File: config.mk
export PLATFORM = sky130hd
export DESIGN_NAME = spi_rsp_parser
export DESIGN_NICKNAME = d
export VERILOG_FILES = /design/src/rtl/spi_rsp_pkg.sv /design/src/rtl/rsp_hunt_ctr.sv /design/src/rtl/rsp_word_asm.sv /design/src/rtl/spi_rsp_parser.sv
export SDC_FILE = /design/constraint.sdc
export NUM_CORES = 1
export LEC_CHECK = 0
export BUFFER_PORTS_ARGS = -buffer_cell sky130_fd_sc_hd__buf_2
export CAP_MARGIN = 15
export CORE_AREA = 2 2 77 79
export CTS_BUF_LIST = sky130_fd_sc_hd__clkbuf_4 sky130_fd_sc_hd__clkbuf_8
export DETAILED_ROUTE_END_ITERATION = 7
export DIE_AREA = 0 0 79 81
export PLACE_DENSITY = 0.84
export SYNTH_ARGS = -nofsm -noshare
export SYNTH_HDL_FRONTEND = slang
export SYNTH_HIERARCHICAL = 1
export SYNTH_SLANG_ARGS = --single-unit
File: constraint.sdc
create_clock -name clk -period 3.6 [get_ports clk]
set_clock_uncertainty 0.15 [all_clocks]
set_input_delay 1.08 -clock clk [delete_from_list [all_inputs] [get_ports clk]]
set_output_delay 1.08 -clock clk [all_outputs]
set_load 0.1 [all_outputs]
File: src/rtl/spi_rsp_pkg.sv
package spi_rsp_pkg;

  typedef enum logic [1:0] {
    RES_NONE  = 2'b00,
    RES_OK    = 2'b01,
    RES_FAIL  = 2'b10,
    RES_RESET = 2'b11
  } rsp_result_e;

  typedef enum logic [2:0] {
    PH_IDLE,
    PH_SKIP,
    PH_ECHO,
    PH_STATUS,
    PH_HUNT,
    PH_WORD,
    PH_CRC
  } rsp_phase_e;

  // Control opcodes carry one throw-away byte ahead of the echo.
  function automatic logic op_is_ctrl(input logic [7:0] o);
    return (o == 8'hCF) || (o == 8'hC5) || (o == 8'hC6);
  endfunction

  // Opcodes that return a data header after the status byte.
  function automatic logic op_is_read(input logic [7:0] o);
    return (o == 8'hC4) || (o == 8'hCA) || (o == 8'hC2) || (o == 8'hC8);
  endfunction

  // Reads that return a single word after the header.
  function automatic logic op_is_word_read(input logic [7:0] o);
    return (o == 8'hC4) || (o == 8'hCA);
  endfunction

  function automatic logic byte_is_header(input logic [7:0] b);
    return b[7:4] == 4'hF;
  endfunction

endpackage

File: src/rtl/rsp_hunt_ctr.sv
module rsp_hunt_ctr #(
  parameter int LIMIT = 100
) (
  input  logic clk,
  input  logic rst_n,
  input  logic clear,
  input  logic step,
  output logic exhausted
);
  localparam int CW = $clog2(LIMIT + 1);

  logic [CW-1:0] cnt;

  assign exhausted = step && (cnt == CW'(LIMIT - 1));

  always_ff @(posedge clk or negedge rst_n) begin
    if (!rst_n)      cnt <= '0;
    else if (clear)  cnt <= '0;
    else if (step)   cnt <= cnt + CW'(1);
  end
endmodule

File: src/rtl/rsp_word_asm.sv
module rsp_word_asm #(
  parameter int NBYTES = 4
) (
  input  logic                  clk,
  input  logic                  rst_n,
  input  logic                  clear,
  input  logic                  load,
  input  logic [7:0]            din,
  output logic [NBYTES*8-1:0]   word,
  output logic                  last
);
  localparam int IW = $clog2(NBYTES + 1);

  logic [IW-1:0] idx;

  assign last = load && (idx == IW'(NBYTES - 1));

  always_ff @(posedge clk or negedge rst_n) begin
    if (!rst_n) begin
      idx  <= '0;
      word <= '0;
    end else if (clear) begin
      idx <= '0;
    end else if (load) begin
      word[idx*8 +: 8] <= din;
      idx <= idx + IW'(1);
    end
  end
endmodule

File: src/rtl/spi_rsp_parser.sv
module spi_rsp_parser
  import spi_rsp_pkg::*;
#(
  parameter int HUNT_LIMIT = 100,
  parameter int WORD_BYTES = 4,
  parameter int CRC_BYTES  = 2
) (
  input  logic                    clk,
  input  logic                    rst_n,
  input  logic                    start,
  input  logic [7:0]              op,
  input  logic                    crc_en,
  input  logic                    rx_valid,
  input  logic [7:0]              rx_byte,
  input  logic                    rx_end,
  output logic                    done,
  output logic [1:0]              result,
  output logic [WORD_BYTES*8-1:0] rd_word
);
  localparam int CCW = $clog2(CRC_BYTES + 1);

  rsp_phase_e  phase, phase_nxt;
  logic [7:0]  op_q;
  logic        crc_q;
  logic [CCW-1:0] crc_cnt;

  // Named internal events.
  logic        busy;
  logic        accept_start;
  logic        take;
  logic        fin;
  rsp_result_e fin_res;
  logic        hunt_step;
  logic        hunt_exhaust;
  logic        word_load;
  logic        word_last;

  assign busy         = (phase != PH_IDLE);
  assign accept_start = start && !busy;
  assign take         = rx_valid && busy;

  rsp_hunt_ctr #(.LIMIT(HUNT_LIMIT)) u_hunt (
    .clk       (clk),
    .rst_n     (rst_n),
    .clear     (accept_start),
    .step      (hunt_step),
    .exhausted (hunt_exhaust)
  );

  rsp_word_asm #(.NBYTES(WORD_BYTES)) u_word (
    .clk   (clk),
    .rst_n (rst_n),
    .clear (accept_start),
    .load  (word_load),
    .din   (rx_byte),
    .word  (rd_word),
    .last  (word_last)
  );

  always_comb begin
    phase_nxt = phase;
    fin       = 1'b0;
    fin_res   = RES_NONE;
    hunt_step = 1'b0;
    word_load = 1'b0;
    unique case (phase)
      PH_IDLE: if (start) phase_nxt = op_is_ctrl(op) ? PH_SKIP : PH_ECHO;
      PH_SKIP: if (take) phase_nxt = PH_ECHO;
      PH_ECHO: if (take) begin
        if (rx_byte != op_q) begin fin = 1'b1; fin_res = RES_FAIL; end
        else phase_nxt = PH_STATUS;
      end
      PH_STATUS: if (take) begin
        if (rx_byte != 8'h00)       begin fin = 1'b1; fin_res = RES_FAIL; end
        else if (!op_is_read(op_q)) begin fin = 1'b1; fin_res = RES_OK;   end
        else phase_nxt = PH_HUNT;
      end
      PH_HUNT: if (take) begin
        if (byte_is_header(rx_byte)) begin
          if (op_is_word_read(op_q)) phase_nxt = PH_WORD;
          else begin fin = 1'b1; fin_res = RES_OK; end
        end else begin
          hunt_step = 1'b1;
          if (hunt_exhaust) begin fin = 1'b1; fin_res = RES_RESET; end
        end
      end
      PH_WORD: if (take) begin
        word_load = 1'b1;
        if (word_last) begin
          if (crc_q && (CRC_BYTES > 0)) phase_nxt = PH_CRC;
          else begin fin = 1'b1; fin_res = RES_OK; end
        end
      end
      PH_CRC: if (take && (crc_cnt == CCW'(CRC_BYTES - 1))) begin
        fin = 1'b1; fin_res = RES_OK;
      end
      default: phase_nxt = PH_IDLE;
    endcase
    // A byte that completes the transaction wins over end of stream.
    if (busy && rx_end && !fin) begin
      fin     = 1'b1;
      fin_res = RES_FAIL;
    end
    if (fin) phase_nxt = PH_IDLE;
  end

  always_ff @(posedge clk or negedge rst_n) begin
    if (!rst_n) begin
      phase   <= PH_IDLE;
      op_q    <= '0;
      crc_q   <= 1'b0;
      crc_cnt <= '0;
      done    <= 1'b0;
      result  <= RES_NONE;
    end else begin
      phase <= phase_nxt;
      done  <= fin;
      if (fin) result <= fin_res;
      if (accept_start) begin
        op_q    <= op;
        crc_q   <= crc_en;
        crc_cnt <= '0;
      end else if (take && phase == PH_CRC) begin
        crc_cnt <= crc_cnt + CCW'(1);
      end
    end
  end
endmodule

==> flow_metrics.py, run 1 <==
metrics = {
    "synth": {
        "synth_flop_cell": "dfrtp_1",
        "synthDistinctLibCells": 55,
        "synth_edf_count": 0,
        "avgSynthCellArea_um2": 10.7,
        "synth_area_leader_cell": "dfrtp_1",
        "async_flop_share_pct": 100,
        "syn_area_um2": 3050,
        "synth_common_cells": "dfrtp_1, nand2_1, nor2_1, o21ai_0",
        "ys_warn_count": 6,
        "syn-instance-count": 285,
        "synth_area_leaders": "dfrtp_1, nand2_1, ha_1, o21ai_0, mux2_1",
        "syn-num-nets": 316,
        "synth_top_area_share_pct": 48.4,
        "yosys.cell_count.top_type": "dfrtp_1",
        "synth-seq-cells": 59,
        "yosysSeqAreaShare_pct": 48.4,
    },
    "critical_path": {
        "crit_fanout": 7,
        "reg2reg_from": "phase[0]",
        "end_kind": "flop",
        "startpoint_type": "primary input",
        "crit_type": "in2reg",
        "arrival_ns": 3.03,
        "r2r_setup_slack_ns": 0.76,
        "crit_start": "rx_byte[7]",
        "cp.required_ns": 3.68,
    },
    "clocking": {
        "postCtsResizedCells": 0,
        "cts-root-buf": "clkbuf_8",
        "cts_max_path_buffers": 2,
        "hold_buffers": 0,
        "numCtsBuffers": 9,
        "h-tree-depth": 3,
        "cts.sinks": 59,
        "cts_tree": "done",
        "clock_latency_ns": 0.34,
        "clk_pin_slew_ns": 0.08,
        "cts_post_setup_buffers_inserted": 0,
    },
    "floorplan": {
        "die-area_um2": 6400,
        "core_um2": 5680,
        "ioPinCount": 57,
        "placement_rows": 28,
        "start_util_pct": 53.7,
        "die_h_um": 81,
        "die_w_um": 79,
    },
    "power_and_ir_drop": {
        "vdd.ir_drop.worst_v": 0.000428,
        "leakagePower_nw": 1.73,
        "p_per_area_nw_per_um2": 576,
    },
    "detailed_routing": {
        "dr.pass1.iters": 4,
        "wire_per_inst_um": 16.0,
        "viasPerCell": 5.61,
        "drc": 0,
        "antenna_left": 0,
        "wl_mm": 6.84,
        "drtIter0Drc": 164,
        "vias": 2396,
    },
    "timing": {
        "fin_crit_ns": 2.96,
        "tns_ns": 0,
        "hold_viol": 0,
        "slew_viol_final": 0,
        "relSlewSlack_pct": 41.3,
        "setup_viol_count_final": 0,
        "period_share_pct": 82.1,
        "setup_ws_ns": 0.643,
        "rsz0062_at_grt": "no",
        "fmax_mhz": 338,
        "worst_pin_slew_ns": 0.880,
    },
    "hold_path": {
        "hold_class": "reg2reg",
        "hold_start": "u_word/word[10]",
    },
    "layout": {
        "nNetsFinal": 378,
        "n_antenna_cell": 0,
        "drive_above_1_share_pct": 27.8,
        "syn2layout_area_growth_pct": 17.8,
    },
    "grt": {
        "antenna_found_initial": 0,
        "grt_pass1_vias": 2272,
        "track_usage_pct": 22.9,
        "grt_pass1_wl_mm": 11.0,
        "grt_max_degree": 41,
        "gr-total-overflow": 0,
    },
    "status": {
        "run_status": "completed",
    },
    "placed_design": {
        "dp_slack_ns": 0.291,
        "hpwl_mm": 5.01,
        "port_buffers": 56,
        "gp_congestion": 0.934,
    },
    "flow_run": {
        "drv_cap": 0,
    },
}
## area by class of cell
type                    count  area (um2)
clock buffers               9         124
clock inverters             7        53.8
fillers                   456        2080
repair buffers             62         325
flip-flops and latches     59        1480
multi-input cells         208        1490
well taps                  75        93.8
inverters                   7        26.3
## sequential cells by signal (all words and copies together), names as in the netlist
name         flops
crc_q            1
u_word/word     32
result           2
phase            3
op_q             8
u_hunt/cnt       7
crc_cnt          2
done             1
u_word/idx       3
## placed cells by master, fill, tap and decap left out, drive strengths merged, types with 3 or more instances in the layout
master | netlist | layout
nor2 | 20 | 20
o21ai | 20 | 20
a22o | 8 | 8
and2 | 4 | 4
clkbuf | 7 | 9
nor4b | 3 | 3
nor3 | 3 | 3
a31oi | 3 | 3
clkinvlp | 0 | 3
a21oi | 9 | 9
a21o | 3 | 3
nand4 | 7 | 7
clkinv | 0 | 3
nor3b | 4 | 4
mux2i | 3 | 3
dfrtp | 59 | 59
nand4b | 5 | 5
buf | 4 | 62
nor2b | 4 | 4
xor2 | 9 | 9
inv | 7 | 8
nand2 | 42 | 42
or3 | 4 | 4
xnor2 | 6 | 6
ha | 9 | 9
mux2 | 16 | 16
## through the flow
stage | hold slack [ns] | cell area, um2 | power, W | utilization, % | std cells
4_1_cts | 0.335 | 3590 | 0.00208 | 63.3 | 427
5_1_grt | 0.353 | 3590 | 0.00218 | 63.3 | 427
3_3_place_gp | 0.308 | 3410 | 0.00151 | 60.1 | 411
6_report | 0.329 | 3590 | 0.00207 | 63.3 | 427
3_5_place_dp | 0.318 | 3410 | 0.00153 | 60.1 | 411
2_1_floorplan | 0.343 | 3050 | 0.00137 | - | 285
## critical path, stage by stage
cell      delay, ns
buf_2          0.16
nand4_1        0.19
and3_1         0.21
nand4b_1       0.10
nor4b_1        0.33
nor2b_1        0.08
nor3b_1        0.39
nor3_4         0.10
a22oi_2        0.30
nor2_1         0.08
## cell families after synthesis
| group | synth area share (%) |
|---|---|
| DFF | 48.4 |
| buffers and inverters | 2.67 |
| muxes | 7.26 |
| xor gates and xnor gates | 4.31 |
| adders and majority gates | 3.69 |
| AOI/OAI and AO/OA | 13.1 |
| and+or+nand+nor | 20.6 |
## final timing paths
kind | to | depth (start not counted)
max | phase[0] | 10
min | u_word/word[10] | 2
max reg2reg | phase[0] | 10
min reg2reg | u_word/word[10] | 2
max in group asynchronous | u_word/word[19] | 2
min in group asynchronous | u_word/word[8] | 1
## routing by layer
layer  vias up  GRT usage, %  part of all wire (%)
li1       1150             -                     -
met1      1155          28.7                    45
met2        83          37.9                    47
met3         8          6.67                   5.7
met4         0          8.45                   1.5
met5         -             0                     0
## where the power goes
| group | total, W | switching (W) | internal [W] |
|---|---|---|---|
| registers | 0.000869 | 0.000115 | 0.000753 |
| clock network | 0.000542 | 0.000290 | 0.000252 |
| logic | 0.000658 | 0.000423 | 0.000234 |
(Power assumes the default switching activity.)
==> run 2, diff against run 1 <==
==> constraint.sdc (replaced) <==
create_clock -name clk -period 2.75 [get_ports clk]
set_clock_uncertainty 0.15 [all_clocks]
set_input_delay 0.825 -clock clk [delete_from_list [all_inputs] [get_ports clk]]
set_output_delay 0.825 -clock clk [all_outputs]
set_load 0.1 [all_outputs]
==> flow_metrics.py, run 2 (synthesis gave the netlist of run 1 again) <==
metrics = {
    "clocking": {
        "cts-root-buf": "clkbuf_8",
        "cts_post_setup_buffers_inserted": 0,
        "cts_max_path_buffers": 2,
        "clock_latency_ns": 0.34,
        "hold_buffers": 0,
        "numCtsBuffers": 9,
        "postCtsResizedCells": 0,
        "clk_pin_slew_ns": 0.07,
        "h-tree-depth": 3,
        "cts_tree": "done",
        "cts.sinks": 59,
    },
    "grt": {
        "track_usage_pct": 23.8,
        "gr-total-overflow": 0,
        "grt_pass1_wl_mm": 11.6,
        "grt_pass1_vias": 2424,
        "antenna_found_initial": 0,
        "grt_max_degree": 60,
    },
    "critical_path": {
        "arrival_ns": 2.64,
        "startpoint_type": "primary input",
        "crit_fanout": 3,
        "cp_slowest_cell": "nor3b_1",
        "path_cells": "buf_2 > nand2_1 > nor3b_1 > and2_1 > a21o_1 > a311oi_1 > a311oi_2 > a21boi_2 > mux2i_1 > nor2_1",
        "cp.required_ns": 2.82,
        "critPathMaxStageDelay_ns": 0.35,
        "end_kind": "flop",
        "crit_type": "in2reg",
    },
    "power_and_ir_drop": {
        "leakagePower_nw": 1.83,
        "finalPower_w": 0.00290,
        "p_per_area_nw_per_um2": 772,
        "pwr-share-comb_pct": 33.8,
        "p_sw_w": 0.00106,
        "internal_power_w": 0.00184,
        "power_frac_clock_pct": 28.5,
        "p_seq_share_pct": 37.7,
        "vdd.ir_drop.worst_v": 0.000537,
        "p_sw_share_pct": 36.5,
    },
    "timing": {
        "rsz0062_at_grt": "no",
        "setup_viol_count_final": 0,
        "period_share_pct": 93.3,
        "hold_viol": 0,
        "relSlewSlack_pct": 62.7,
        "slew_viol_final": 0,
        "fmax_mhz": 390,
        "worst_pin_slew_ns": 0.557,
        "fin_crit_ns": 2.57,
    },
    "detailed_routing": {
        "wire_per_inst_um": 15.9,
        "vias": 2480,
        "viasPerCell": 5.61,
        "drtIter0Drc": 157,
        "wl_mm": 7.04,
        "drc": 0,
        "antenna_left": 0,
        "dr.pass1.iters": 4,
    },
    "status": {
        "run_status": "completed",
    },
    "flow_run": {
        "drv_cap": 0,
    },
    "layout": {
        "largest_register_ffs": 32,
        "final_common_cell": "dfrtp_1",
        "fin_util_pct": 66.2,
        "n_antenna_cell": 0,
        "syn2layout_area_growth_pct": 23.2,
        "final_cell_mix": "dfrtp_1, buf_2, nand2_1",
        "top_regs": "u_word/word x32, op_q x8, u_hunt/cnt x7",
        "drive_above_1_share_pct": 31.1,
        "regMostFlops": "u_word/word",
        "nNetsFinal": 393,
    },
    "floorplan": {
        "die_w_um": 79,
        "die-area_um2": 6400,
        "core_um2": 5680,
        "start_util_pct": 53.7,
        "ioPinCount": 57,
        "die_h_um": 81,
        "placement_rows": 28,
    },
    "placed_design": {
        "port_buffers": 56,
        "gp_congestion": 0.862,
        "hpwl_mm": 5.01,
    },
    "hold_path": {
        "hold_class": "reg2reg",
    },
}
[run 2: cell count changes in the layout (fill, tap and decap cells not counted)]
cell and change:
buf_12 +1, buf_4 +14, bufinv_16 +1, clkbuf_8 +3, clkinv_2 +1, clkinv_4 -2
clkinvlp_4 -2, inv_6 -1, nor3b_1 -1, nor3b_2 +1
[run 2: layout make-up]
| cell class | count | area (um2) |
|---|---|---|
| flip-flops and latches | 59 | 1480 |
| fillers | 443 | 1920 |
| inverters | 7 | 26.3 |
| repair buffers | 77 | 450 |
| well taps | 75 | 93.8 |
| clock inverters | 4 | 47.5 |
| multi-input cells | 208 | 1500 |
| clock buffers | 12 | 165 |
[run 2: final timing paths]
path,cells past startpoint,endpoint,start,slack [ns]
worst min-delay path,2,u_word/word[29],u_word/word[29],0.33
worst max register to register,9,phase[0],phase[2],0.28
min in group asynchronous,2,u_word/word[11],rst_n,0.34
worst max-delay path,10,phase[0],rx_valid,0.18
worst min register to register,2,u_word/word[29],u_word/word[29],0.33
max in group asynchronous,2,u_word/word[12],rst_n,1.85
[run 2: layer usage]
layer,GRT usage (%),part of all wire [%],up-vias
met5,0,0,-
met4,11.6,2.4,0
met3,4.22,6.0,16
met2,39.8,48,98
met1,29.9,43,1191
li1,-,-,1175
[run 2: per-stage QoR]
step,setup WS (ns),cell area (um2),cells,hold slack [ns],setup TNS (ns)
floorplan,0.0771,3050,285,0.343,0
CTS,0.203,3760,442,0.331,0
global route,0.0731,3760,442,0.347,0
finish,0.183,3760,442,0.325,0
detailed placement,-0.0693,3540,426,0.316,-0.196
global placement,-0.0269,3540,426,0.309,-0.0269
[run 2: power groups by stage]
stage | clock network [W] | logic (W) | registers [W]
after global routing | 0.000878 | 0.00106 | 0.00111
after detailed placement | 0 | 0.000969 | 0.00111
after CTS | 0.000844 | 0.000982 | 0.00109
final | 0.000827 | 0.000980 | 0.00109
after global placement | 0 | 0.000944 | 0.00110
after floorplan | 0 | 0.000511 | 0.00129
[run 2: critical path: cells and delay by family]
kind            cells  cell delay, ns
compound gates      4            0.78
simple gates        4            0.70
mux                 1            0.23
buf+inv             1            0.11
